$ cat src/rtl/svc_status_pkg.sv
package svc_status_pkg;
  localparam int unsigned STAT_W = 8;
  localparam int unsigned SP_READY = 0;
  localparam int unsigned SP_LCR   = 3;
  localparam int unsigned SP_MAV   = 4;
  localparam int unsigned SP_ESB   = 5;
  localparam int unsigned SP_RQS   = 6;
  localparam int unsigned SP_NOCMD = 7;
  localparam logic [STAT_W-1:0] SP_EN_KEEP = ~(STAT_W'(1) << SP_RQS);
  localparam logic [STAT_W-1:0] ALL_KEEP   = '1;
  typedef logic [STAT_W-1:0] stat_t;
endpackage

$ cat src/rtl/evt_latch.sv
module evt_latch #(
  parameter int unsigned W = 8
) (
  input  logic         clk,
  input  logic         rst_n,
  input  logic [W-1:0] set_i,
  input  logic         clr_i,
  input  logic [W-1:0] en_i,
  output logic [W-1:0] stat_o,
  output logic         sum_o
);
  logic [W-1:0] q;

  // set wins over a same-cycle clear
  always_ff @(posedge clk) begin
    if (!rst_n)     q <= '0;
    else if (clr_i) q <= set_i;
    else            q <= q | set_i;
  end

  assign stat_o = q;
  assign sum_o  = |(q & en_i);
endmodule

$ cat src/rtl/enable_bank.sv
module enable_bank #(
  parameter int unsigned   W         = 8,
  parameter logic [W-1:0]  KEEP_MASK = '1
) (
  input  logic         clk,
  input  logic         rst_n,
  input  logic         cold_rst_n,
  input  logic         psc_i,
  input  logic         we_i,
  input  logic [W-1:0] wd_i,
  output logic [W-1:0] en_o
);
  logic [W-1:0] shadow_q;
  logic [W-1:0] en_q;

  // retained copy, survives a power-on reset
  always_ff @(posedge clk) begin
    if (!cold_rst_n)        shadow_q <= '0;
    else if (rst_n && we_i) shadow_q <= wd_i & KEEP_MASK;
  end

  always_ff @(posedge clk) begin
    if (!cold_rst_n) en_q <= '0;
    else if (!rst_n) en_q <= psc_i ? '0 : shadow_q;
    else if (we_i)   en_q <= wd_i & KEEP_MASK;
  end

  assign en_o = en_q;
endmodule

$ cat src/rtl/srq_gen.sv
module srq_gen
  import svc_status_pkg::*;
#(
  parameter int unsigned W = STAT_W
) (
  input  logic         clk,
  input  logic         rst_n,
  input  logic [W-1:0] cond_i,
  input  logic [W-1:0] en_i,
  input  logic         ack_i,
  output logic         srq_o
);
  localparam logic [W-1:0] NO_RQS = ~(W'(1) << SP_RQS);

  logic [W-1:0] masked;
  logic [W-1:0] prev_q;
  logic         rqs_q;
  logic         rise;

  assign masked = cond_i & en_i & NO_RQS;
  assign rise   = |(masked & ~prev_q);

  always_ff @(posedge clk) begin
    if (!rst_n) begin
      prev_q <= '0;
      rqs_q  <= 1'b0;
    end else begin
      prev_q <= masked;
      rqs_q  <= rise | (rqs_q & ~ack_i & (|masked));
    end
  end

  assign srq_o = rqs_q;
endmodule

$ cat src/rtl/svc_status_hub.sv
module svc_status_hub
  import svc_status_pkg::*;
(
  input  logic        clk,
  input  logic        rst_n,
  input  logic        cold_rst_n,
  input  logic        psc_flag,
  input  logic        meas_ready,
  input  logic        out_q_nonempty,
  input  logic        in_q_empty,
  input  logic [7:0]  lcr_evt,
  input  logic [7:0]  std_evt,
  input  logic        lcr_en_we,
  input  logic        std_en_we,
  input  logic        sp_en_we,
  input  logic [7:0]  wr_data,
  input  logic        lcr_rd,
  input  logic        std_rd,
  input  logic        sp_rd,
  input  logic        cls,
  output logic [7:0]  lcr_status,
  output logic [7:0]  std_status,
  output logic [7:0]  sp_byte,
  output logic [7:0]  lcr_en_q,
  output logic [7:0]  std_en_q,
  output logic [7:0]  sp_en_q,
  output logic        srq
);
  stat_t lcr_en, std_en, sp_en;
  stat_t sp_cond;
  logic  lcr_sum, esb_sum;

  enable_bank #(.W(STAT_W), .KEEP_MASK(ALL_KEEP)) u_en_lcr (
    .clk(clk), .rst_n(rst_n), .cold_rst_n(cold_rst_n), .psc_i(psc_flag),
    .we_i(lcr_en_we), .wd_i(wr_data), .en_o(lcr_en));

  enable_bank #(.W(STAT_W), .KEEP_MASK(ALL_KEEP)) u_en_std (
    .clk(clk), .rst_n(rst_n), .cold_rst_n(cold_rst_n), .psc_i(psc_flag),
    .we_i(std_en_we), .wd_i(wr_data), .en_o(std_en));

  enable_bank #(.W(STAT_W), .KEEP_MASK(SP_EN_KEEP)) u_en_sp (
    .clk(clk), .rst_n(rst_n), .cold_rst_n(cold_rst_n), .psc_i(psc_flag),
    .we_i(sp_en_we), .wd_i(wr_data), .en_o(sp_en));

  evt_latch #(.W(STAT_W)) u_lcr (
    .clk(clk), .rst_n(rst_n), .set_i(lcr_evt), .clr_i(lcr_rd | cls),
    .en_i(lcr_en), .stat_o(lcr_status), .sum_o(lcr_sum));

  evt_latch #(.W(STAT_W)) u_std (
    .clk(clk), .rst_n(rst_n), .set_i(std_evt), .clr_i(std_rd | cls),
    .en_i(std_en), .stat_o(std_status), .sum_o(esb_sum));

  // live condition vector, request bit left at 0
  always_comb begin
    sp_cond           = '0;
    sp_cond[SP_READY] = meas_ready;
    sp_cond[SP_LCR]   = lcr_sum;
    sp_cond[SP_MAV]   = out_q_nonempty;
    sp_cond[SP_ESB]   = esb_sum;
    sp_cond[SP_NOCMD] = in_q_empty;
  end

  srq_gen #(.W(STAT_W)) u_srq (
    .clk(clk), .rst_n(rst_n), .cond_i(sp_cond), .en_i(sp_en),
    .ack_i(sp_rd), .srq_o(srq));

  always_comb begin
    sp_byte         = sp_cond;
    sp_byte[SP_RQS] = srq;
  end

  assign lcr_en_q = lcr_en;
  assign std_en_q = std_en;
  assign sp_en_q  = sp_en;
endmodule

$ cat config.mk
export PLATFORM = sky130hd
export DESIGN_NAME = svc_status_hub
export DESIGN_NICKNAME = d
export VERILOG_FILES = /design/src/rtl/svc_status_pkg.sv /design/src/rtl/evt_latch.sv /design/src/rtl/enable_bank.sv /design/src/rtl/srq_gen.sv /design/src/rtl/svc_status_hub.sv
export SDC_FILE = /design/constraint.sdc
export NUM_CORES = 1
export LEC_CHECK = 0
export ABC_AREA = 0
export BUFFER_PORTS_ARGS = -buffer_cell sky130_fd_sc_hd__buf_4
export CORE_ASPECT_RATIO = 1.5
export CORE_MARGIN = 3
export CORE_UTILIZATION = 40
export CTS_CLUSTER_DIAMETER = 50
export DETAILED_ROUTE_END_ITERATION = 10
export GPL_TIMING_DRIVEN = 0
export SLEW_MARGIN = 15
export SYNTH_ARGS = -nofsm -noshare
export SYNTH_HDL_FRONTEND = slang
export SYNTH_HIERARCHICAL = 1
export SYNTH_SLANG_ARGS = --single-unit
$ cat constraint.sdc
create_clock -name clk -period 2.8 [get_ports clk]
set_clock_uncertainty 0.2 [all_clocks]
set_input_delay 0.56 -clock clk [delete_from_list [all_inputs] [get_ports clk]]
set_output_delay 0.56 -clock clk [all_outputs]
set_load 0.02 [all_outputs]
==> flow_metrics.env, run 1 <==
export IMPL_whs_path_depth=2
export IMPL_setup_tns_ns=0
export IMPL_clockBufferDepth=2
export IMPL_min_period_ns=2.36
export IMPL_rsz0062_at_grt="false"
export IMPL_grt_pass1_wl_um=12900
export IMPL_use_met2=0.322
export IMPL_grt_pass1_vias=2610
export IMPL_ir_drop_mv=0.316
export IMPL_root_buffer="clkbuf_8"
export IMPL_ys_ff_latch=70
export IMPL_dpl_cell_count=517
export IMPL_layout_setup_ws_ns=0.442
export IMPL_wl_per_cell_um=15.0
export IMPL_io_buffer_count=80
export IMPL_setup_viol=0
export IMPL_fmax_ghz=0.424
export IMPL_multi_input_area_um2=1470
export IMPL_ys_top_cells_by_area="dfxtp_1, nor2b_1, mux2i_1"
export IMPL_fin_util=0.550
export IMPL_fillers=724
export IMPL_totalWireLength_um=7970
export IMPL_grtUsageMet1=0.222
export IMPL_worstRegToRegCells=5
export IMPL_synthDistinctLibCells=30
export IMPL_cts_tree="built"
export IMPL_dr_pass1_iters=5
export IMPL_htreeDepth=3
export IMPL_crit_top_cell="buf_4"
export IMPL_drt_iter0_drc=83
export IMPL_cts_made_buffers=9
export IMPL_vias=2666
export IMPL_comb_power_share=0.165
export IMPL_p_sw_frac=0.256
export IMPL_clk_pin_slew_ns=0.07
export IMPL_grt_max_degree=24
export IMPL_post_route_period_util=0.842
export IMPL_endpoint_kind="primary output"
export IMPL_cts_resized_gates=0
export IMPL_place_gp_congestion=0.720
export IMPL_hpwl_um=5790
export IMPL_register_area_um2=1400
export IMPL_p_leak_nw=1.77
export IMPL_critPathSlowestCell="dfxtp_1"
export IMPL_die_h_um=114
export IMPL_hold_viol=0
export IMPL_critPathKind="reg -> out"
export IMPL_finalNonFillerCells=533
export IMPL_min_path_type="in -> reg"
export IMPL_gr_usage_met3=0.0434
export IMPL_clock_latency_ns=0.34
export IMPL_nNetsFinal=466
export IMPL_clkPwrFrac=0.376
export IMPL_start_util=0.419
export IMPL_hold_buffers=0
export IMPL_detail_route_drc_violations=0
export IMPL_yosys_warnings=6
export IMPL_postSynthCellCount=330
export IMPL_cts_sinks=70
export IMPL_io_pins=87
export IMPL_arrival_ns=1.60
export IMPL_routed_via_density=5.00
export IMPL_final_antenna_net_count=0
export IMPL_post_place_ws_ns=0.795
export IMPL_slew_viol_final=0
export IMPL_dieArea_um2=8830
export IMPL_post_cts_setup_buffers=0
export IMPL_yosysSeqAreaShare=0.454
export IMPL_grt_busiest_layer="met2"
export IMPL_grt_overflow_total=0
export IMPL_critical_path_required_ns=2.04
export IMPL_start_kind="flop"
export IMPL_core_um2=7370
export IMPL_cp_slowest_stage_delay_ns=0.34
export IMPL_max_cap_viol_count=0
export IMPL_fin_hold_ws_ns=0.224
export IMPL_yosysTopAreaCell="dfxtp_1"
export IMPL_power_internal_w=0.00176
export IMPL_switching_power_w=0.000606
export IMPL_worstPathCellList="a22oi_1, nand4_1, buf_4, buf_4"
export IMPL_syn_cell_area_um2=3090
export IMPL_grt_usage=0.187
export IMPL_die_w_um=77.7
export IMPL_seqPwrFrac=0.460
export IMPL_synth_area_per_cell_um2=9.35
export IMPL_num_antenna_cells=0
export IMPL_antenna_found_initial=0
export IMPL_cp_max_fo=4
export IMPL_area_delta_synth_final_pct=31.3
export IMPL_drive_gt1_frac=0.289
export IMPL_synth_top_area_share=0.454
export IMPL_core_rowCount=38
export IMPL_pwr_density_cell_nw_per_um2=584
export IMPL_status="finished, final reports clean"
flip-flops by register name, summed over array words and instances (netlist names):
signal             cells
u_srq/srq_o            1
u_en_sp/en_o           7
u_lcr/stat_o           8
u_en_lcr/shadow_q      8
u_srq/prev_q           7
u_std/stat_o           8
u_en_std/shadow_q      8
u_en_lcr/en_o          8
u_en_sp/shadow_q       7
u_en_std/en_o          8
cell usage in the layout, fill, tap and decap left out, drive strengths merged:
cell type	n
a21oi	23
or2	2
o41a	1
dfxtp	70
mux2i	23
nand4	2
a21boi	23
a41oi	1
bufinv	2
clkbuf	14
a22oi	9
conb	9
clkinv	2
and3	7
buf	106
o22ai	2
o21a	16
nand3	23
nand2b	1
nand3b	1
o221ai	1
a222oi	1
o21ai	23
nor2b	39
nand2	32
critical path: cells and delay by family, from the launching register on:
kind	cells	cell delay [ns]
compound gates	1	0.19
simple gates	1	0.33
buf+inv	2	0.41
flops	1	0.34
power by group through the flow:
stage / clock network (W) / registers, W / logic [W]
floorplan: 0 / 0.00114 / 0.000184
global placement: 0 / 0.00111 / 0.000388
detailed placement: 0 / 0.00111 / 0.000392
CTS: 0.000914 / 0.00109 / 0.000393
global route: 0.000962 / 0.00110 / 0.000425
finish: 0.000888 / 0.00109 / 0.000389
cells in the mapped netlist:
library cell	count
or2_1	2
clkbuf_2	2
buf_6	3
a21boi_0	6
conb_1	2
nand2_1	30
o22ai_1	2
a222oi_1	1
o21ai_1	1
dfxtp_1	70
a21oi_1	23
a41oi_1	1
nand2_2	2
o21ai_0	22
mux2i_1	23
o21a_1	16
buf_4	13
buf_2	7
a21boi_1	17
buf_12	3
nor2b_1	39
and3_1	6
o41a_1	1
a22oi_1	9
nand3b_1	1
nand2b_1	1
o221ai_1	1
nand3_1	23
and3_2	1
nand4_1	2
stage by stage:
step / total power (W) / instance area (um2)
2_1_floorplan: 0.00133 / 3110
3_3_place_gp: 0.00150 / 3840
3_5_place_dp: 0.00150 / 3840
4_1_cts: 0.00240 / 4050
5_1_grt: 0.00248 / 4050
6_report: 0.00237 / 4050
area by class of cell:
cell class,count,area share
Timing Repair Buffer,80,0.148
Buffer,28,0.0584
Clock buffer,12,0.0358
Sequential cell,70,0.346
Multi-Input combinational cell,239,0.364
Clock inverter,4,0.0173
Tap cell,100,0.0309
worst paths after layout:
path | start | to | slack, ns
worst min register to register | u_en_std/shadow_q[6]$_SDFFE_PN0P_ | u_en_std/shadow_q[6]$_SDFFE_PN0P_ | 0.25
worst min-delay path | std_evt[4] | u_std/stat_o[4]$_SDFF_PN0_ | 0.22
worst max register to register | u_en_lcr/en_o[2]$_SDFFE_PN0P_ | u_srq/srq_o$_SDFF_PN0_ | 0.78
worst max-delay path | u_en_lcr/en_o[2]$_SDFFE_PN0P_ | sp_byte[3] | 0.44
cell families after synthesis:
logic type	share of synthesized area
simple gates	0.184
mux	0.0746
buf+inv	0.0766
other cells	0.00243
flops	0.454
compound gates	0.208
per-layer routing:
| layer | share of wire | wire, um |
|---|---|---|
| met1 | 0.42 | 3360 |
| met2 | 0.52 | 4120 |
| met3 | 0.051 | 410 |
| met4 | 0.0099 | 79 |
| met5 | 0 | 0 |
(Power assumes the default switching activity.)
==> run 2: changes to the inputs <==
--- a/config.mk
+++ b/config.mk
@@ -13,6 +13,7 @@
 export CTS_CLUSTER_DIAMETER = 50
 export DETAILED_ROUTE_END_ITERATION = 10
 export GPL_TIMING_DRIVEN = 0
+export PLACE_DENSITY = 0.66
 export SLEW_MARGIN = 15
 export SYNTH_ARGS = -nofsm -noshare
 export SYNTH_HDL_FRONTEND = slang
==> constraint.sdc (replaced) <==
create_clock -name clk -period 1.9 [get_ports clk]
set_clock_uncertainty 0.2 [all_clocks]
set_input_delay 0.38 -clock clk [delete_from_list [all_inputs] [get_ports clk]]
set_output_delay 0.38 -clock clk [all_outputs]
set_load 0.02 [all_outputs]
==> run 2 against run 1 <==
  * The flow now finishes with violations (negative setup slack)
  * Core utilization is 0.65 points higher
  * Die area unchanged
  * Global-route usage is 0.086 points lower
  * Total power rose by 37%
  * Final cell count up 0.75%
  * Routed wire length down 0.65%
  * Register-to-register slack worse by 0.68 ns
  * Critical path type unchanged
  * Critical endpoint unchanged
==> flow_metrics.env, run 2 (synthesis gave the netlist of run 1 again) <==
export IMPL_status="complete, but fails checks"
export IMPL_violations="negative setup slack"
export IMPL_io_pins=87
export IMPL_cts_tree="built"
export IMPL_routed_via_density=4.97
export IMPL_min_period_ns=1.92
export IMPL_grt_usage=0.186
export IMPL_p_leak_nw=1.78
export IMPL_num_antenna_cells=0
export IMPL_comb_power_share=0.183
export IMPL_final_common_cell="buf_4"
export IMPL_start_util=0.419
export IMPL_detail_route_drc_violations=0
export IMPL_clock_latency_ns=0.34
export IMPL_core_um2=7370
export IMPL_cp_max_fo=2
export IMPL_antenna_found_initial=0
export IMPL_die_w_um=77.7
export IMPL_dpl_cell_count=517
export IMPL_final_antenna_net_count=0
export IMPL_cts_sinks=70
export IMPL_final_cell_mix="buf_4, dfxtp_1, nor2b_1"
export IMPL_clkPwrFrac=0.322
export IMPL_p_sw_frac=0.268
export IMPL_root_buffer="clkbuf_8"
export IMPL_setup_viol=1
export IMPL_pwr_density_cell_nw_per_um2=793
export IMPL_hold_buffers=0
export IMPL_htreeDepth=3
export IMPL_hpwl_um=5720
export IMPL_area_delta_synth_final_pct=32.9
export IMPL_clk_pin_slew_ns=0.07
export IMPL_start_kind="flop"
export IMPL_clockBufferDepth=2
export IMPL_switching_power_w=0.000872
export IMPL_worstSetupStartpoint="u_lcr/stat_o[4]$_SDFF_PN0_"
export IMPL_fin_hold_ws_ns=0.0445
export IMPL_finalNonFillerCells=537
export IMPL_place_gp_congestion=0.781
export IMPL_totalWireLength_um=7920
export IMPL_rsz0062_at_grt="true"
export IMPL_grt_pass1_wl_um=12900
export IMPL_cts_made_buffers=9
export IMPL_layout_setup_ws_ns=-0.0194
export IMPL_max_cap_viol_count=0
export IMPL_power_internal_w=0.00238
export IMPL_post_place_ws_ns=-0.0723
export IMPL_io_buffer_count=80
export IMPL_nNetsFinal=471
export IMPL_drive_gt1_frac=0.339
export IMPL_placed_area_um2=3840
export IMPL_design_area_um2=4100
export IMPL_dr_pass1_iters=4
export IMPL_critPathKind="reg -> out"
export IMPL_grt_overflow_total=0
export IMPL_hold_viol=0
export IMPL_fmax_ghz=0.521
export IMPL_worstRegToRegCells=6
export IMPL_critical_path_required_ns=1.32
export IMPL_core_rowCount=38
export IMPL_die_h_um=114
export IMPL_grt_pass1_vias=2628
export IMPL_min_path_type="in -> reg"
export IMPL_reg2reg_slack_ns=0.10
export IMPL_vias=2668
export IMPL_post_route_period_util=1.01
export IMPL_grt_max_degree=24
export IMPL_r2r_start="u_lcr/stat_o[4]$_SDFF_PN0_"
export IMPL_critPathCapture="sp_byte[3]"
export IMPL_seqPwrFrac=0.496
export IMPL_arrival_ns=1.34
export IMPL_ir_drop_mv=0.498
export IMPL_drt_iter0_drc=79
export IMPL_dieArea_um2=8830
export IMPL_endpoint_kind="primary output"
export IMPL_slew_viol_final=0
export IMPL_wl_per_cell_um=14.7
export IMPL_r2r_end="u_srq/srq_o$_SDFF_PN0_"
-- run 2: how the worst min path moves through the flow --
stage	startpoint	endpoint	slack, ns	cells after the start
after floorplan	u_en_lcr/shadow_q[0]$_SDFFE_PN0P_	u_en_lcr/shadow_q[0]$_SDFFE_PN0P_	0.23	2
after global placement	u_en_sp/shadow_q[3]$_SDFFE_PN0P_	u_en_sp/shadow_q[3]$_SDFFE_PN0P_	0.24	2
after detailed placement	u_en_lcr/shadow_q[3]$_SDFFE_PN0P_	u_en_lcr/shadow_q[3]$_SDFFE_PN0P_	0.24	2
after CTS	lcr_evt[0]	u_lcr/stat_o[0]$_SDFF_PN0_	0.03	2
after global routing	lcr_evt[0]	u_lcr/stat_o[0]$_SDFF_PN0_	0.04	2
final	std_evt[6]	u_std/stat_o[6]$_SDFF_PN0_	0.04	2
-- run 2: power groups by stage --
stage / sequential [W] / combinational [W] / clock, W
floorplan: 0.00169 / 0.000271 / 0
global route: 0.00162 / 0.000645 / 0.00115
detailed placement: 0.00164 / 0.000577 / 0
CTS: 0.00161 / 0.000602 / 0.00109
global placement: 0.00164 / 0.000568 / 0
finish: 0.00161 / 0.000594 / 0.00105
-- run 2: routing by layer --
layer,global-route usage,vias to the layer above,share of wire
met1,0.211,1234,0.41
met3,0.0348,9,0.046
met2,0.332,72,0.52
met5,0,-,0
met4,0.0903,0,0.017
li1,-,1353,-
-- run 2: layout make-up --
type	instances	area (um2)
Sequential cell	70	1420
Clock inverter	1	5.00
Tap cell	100	125
Fill cell	713	3270
Timing Repair Buffer	86	649
Clock buffer	14	163
Multi-Input combinational cell	239	1510
Buffer	27	229
-- run 2: critical path, cell delays in order, from the launching register on --
cell and delay, ns:
dfxtp_2 0.33, a22oi_2 0.17, nand4_1 0.19, buf_4 0.19
buf_6 0.12
-- run 2: stage by stage --
step / utilization / setup TNS [ns] / power, W
after floorplan: - / 0 / 0.00196
after global placement: 0.521 / -0.0850 / 0.00220
after detailed placement: 0.521 / -0.0723 / 0.00222
after CTS: 0.555 / -0.0346 / 0.00330
after global routing: 0.556 / -0.0973 / 0.00341
final: 0.556 / -0.0194 / 0.00325
-- run 2: timing repair --
action | 4_1_cts | 5_1_grt
pin swaps | 6 | 2
buffers inserted | 7 | 0
endpoints found under the setup margin | 3 | 2
resized for setup | 16 | 5
==> run 3: changes to the inputs <==
--- a/config.mk
+++ b/config.mk
@@ -14,6 +14,7 @@
 export DETAILED_ROUTE_END_ITERATION = 10
 export GPL_TIMING_DRIVEN = 0
 export PLACE_DENSITY = 0.66
+export SETUP_SLACK_MARGIN = 0.3
 export SLEW_MARGIN = 15
 export SYNTH_ARGS = -nofsm -noshare
 export SYNTH_HDL_FRONTEND = slang
==> run 3 against run 2 <==
  * The run still ends with negative setup slack left
  * Count of clock-buffer cells in the layout down 1
  * Die area unchanged
  * Clock power up 32%
  * Via count up 1.3%
  * Routed wire length up 1.3%
  * Worst setup slack worse by 0.016 ns
  * Maximum frequency down 0.84%
  * Critical path depth unchanged
  * Worst hold slack worse by 0.017 ns
  * Total power up 12%
  * Sequential power about the same
  * Critical endpoint is now sp_byte[5]
  * Highest routed layer unchanged
==> flow_metrics.env, run 3 (synthesis gave the netlist of run 1 again) <==
export IMPL_cp_max_fo=2
export IMPL_cts_made_buffers=9
export IMPL_setup_tns_ns=-0.0358
export IMPL_power_total_w=0.00363
export IMPL_register_area_um2=1430
export IMPL_violations="negative setup slack"
export IMPL_core_um2=7370
export IMPL_routed_via_density=4.98
export IMPL_vias=2703
export IMPL_wl_per_cell_um=14.8
export IMPL_layout_setup_ws_ns=-0.0358
export IMPL_grt_pass1_vias=2641
export IMPL_root_buffer="clkbuf_8"
export IMPL_min_period_ns=1.94
export IMPL_grt_usage=0.189
export IMPL_clock_latency_ns=0.36
export IMPL_slew_viol_final=0
export IMPL_finalNonFillerCells=543
export IMPL_multi_input_area_um2=1540
export IMPL_dpl_cell_count=517
export IMPL_final_cell_mix="buf_4, dfxtp_1, nor2b_1"
export IMPL_die_w_um=77.7
export IMPL_drt_iter0_drc=157
export IMPL_io_pins=87
export IMPL_p_leak_nw=1.85
export IMPL_fillers=695
export IMPL_htreeDepth=3
export IMPL_clockBufferDepth=2
export IMPL_area_delta_synth_final_pct=37.9
export IMPL_setup_viol=1
export IMPL_grt_overflow_total=0
export IMPL_core_rowCount=38
export IMPL_max_cap_viol_count=0
export IMPL_ir_drop_mv=0.596
export IMPL_clk_pin_slew_ns=0.07
export IMPL_detail_route_drc_violations=0
export IMPL_final_common_cell="buf_4"
export IMPL_drive_gt1_frac=0.375
export IMPL_fmax_ghz=0.517
export IMPL_start_util=0.419
export IMPL_grt_max_degree=24
export IMPL_final_antenna_net_count=0
export IMPL_endpoint_kind="primary output"
export IMPL_antenna_found_initial=0
export IMPL_arrival_ns=1.36
export IMPL_critical_path_required_ns=1.32
export IMPL_rsz0062_at_grt="true"
export IMPL_fin_util=0.577
export IMPL_die_h_um=114
export IMPL_nNetsFinal=476
export IMPL_dr_pass1_iters=4
export IMPL_dieArea_um2=8830
export IMPL_start_kind="flop"
export IMPL_hpwl_um=5730
export IMPL_cts_sinks=70
export IMPL_num_antenna_cells=0
export IMPL_io_buffer_count=80
export IMPL_place_gp_congestion=0.763
export IMPL_status="complete, but fails checks"
export IMPL_critPathKind="reg -> out"
export IMPL_pwr_density_cell_nw_per_um2=852
export IMPL_totalWireLength_um=8020
export IMPL_cts_tree="built"
export IMPL_post_route_period_util=1.02
export IMPL_hold_viol=0
export IMPL_min_path_type="in -> reg"
export IMPL_hold_buffers=0
export IMPL_grt_pass1_wl_um=13000
## run 3: cell count changes in the layout (fill, tap and decap cells not counted), sizes merged
cell    change
buf         +5
clkbuf      -1
bufinv      +2
## run 3: worst max-delay path, cell delays in order, from the launching register on
cell and delay [ns]:
dfxtp_2 0.33, a22oi_2 0.19, nand4_1 0.18, buf_4 0.18
buf_6 0.12
## run 3: layer usage
| metal | wire length (um) | up-vias | share of wire | global-route usage |
|---|---|---|---|---|
| li1 | - | 1360 | - | - |
| met2 | 4070 | 84 | 0.51 | 0.313 |
| met1 | 3090 | 1240 | 0.39 | 0.216 |
| met5 | 0 | - | 0 | 0 |
| met3 | 526 | 19 | 0.066 | 0.0348 |
| met4 | 330 | 0 | 0.041 | 0.140 |
## run 3: path summary, 6_finish.rpt
kind              slack, ns                         startpoint  cells after the start                                 to
hold reg to reg        0.25  u_en_lcr/shadow_q[6]$_SDFFE_PN0P_                      2  u_en_lcr/shadow_q[6]$_SDFFE_PN0P_
hold / removal         0.03                         lcr_evt[0]                      2         u_lcr/stat_o[0]$_SDFF_PN0_
setup reg to reg       0.05         u_std/stat_o[6]$_SDFF_PN0_                      7             u_srq/srq_o$_SDFF_PN0_
setup / recovery      -0.04         u_std/stat_o[6]$_SDFF_PN0_                      4                         sp_byte[5]
## run 3: power breakdown
group | internal [W] | leakage, nW | switching (W) | total [W]
clock | 0.000845 | 0.120 | 0.000546 | 0.00139
combinational | 0.000312 | 1.15 | 0.000312 | 0.000624
sequential | 0.00155 | 0.582 | 0.0000612 | 0.00161
## run 3: area by class of cell
type,instances,share of cell area
Sequential cell,70,0.335
Multi-Input combinational cell,239,0.363
Tap cell,100,0.0294
Timing Repair Buffer,90,0.162
Clock inverter,3,0.0153
Buffer,28,0.0556
Clock buffer,13,0.0397
## run 3: per-stage QoR
stage	setup slack (ns)	instance area (um2)	hold WS (ns)
6_report	-0.0358	4260	0.0276
5_1_grt	-0.0590	4260	0.0332
4_1_cts	-0.0332	4230	0.0210
3_5_place_dp	0.127	3860	0.240
3_3_place_gp	0.124	3860	0.236
2_1_floorplan	0.301	3130	0.230
## run 3: what timing repair did
| action | CTS | global route |
|---|---|---|
| gates cloned | 0 | 0 |
| gates resized for setup | 15 | 5 |
| pin swaps | 5 | 4 |
| setup endpoints to repair | 3 | 3 |
| setup buffers | 9 | 1 |
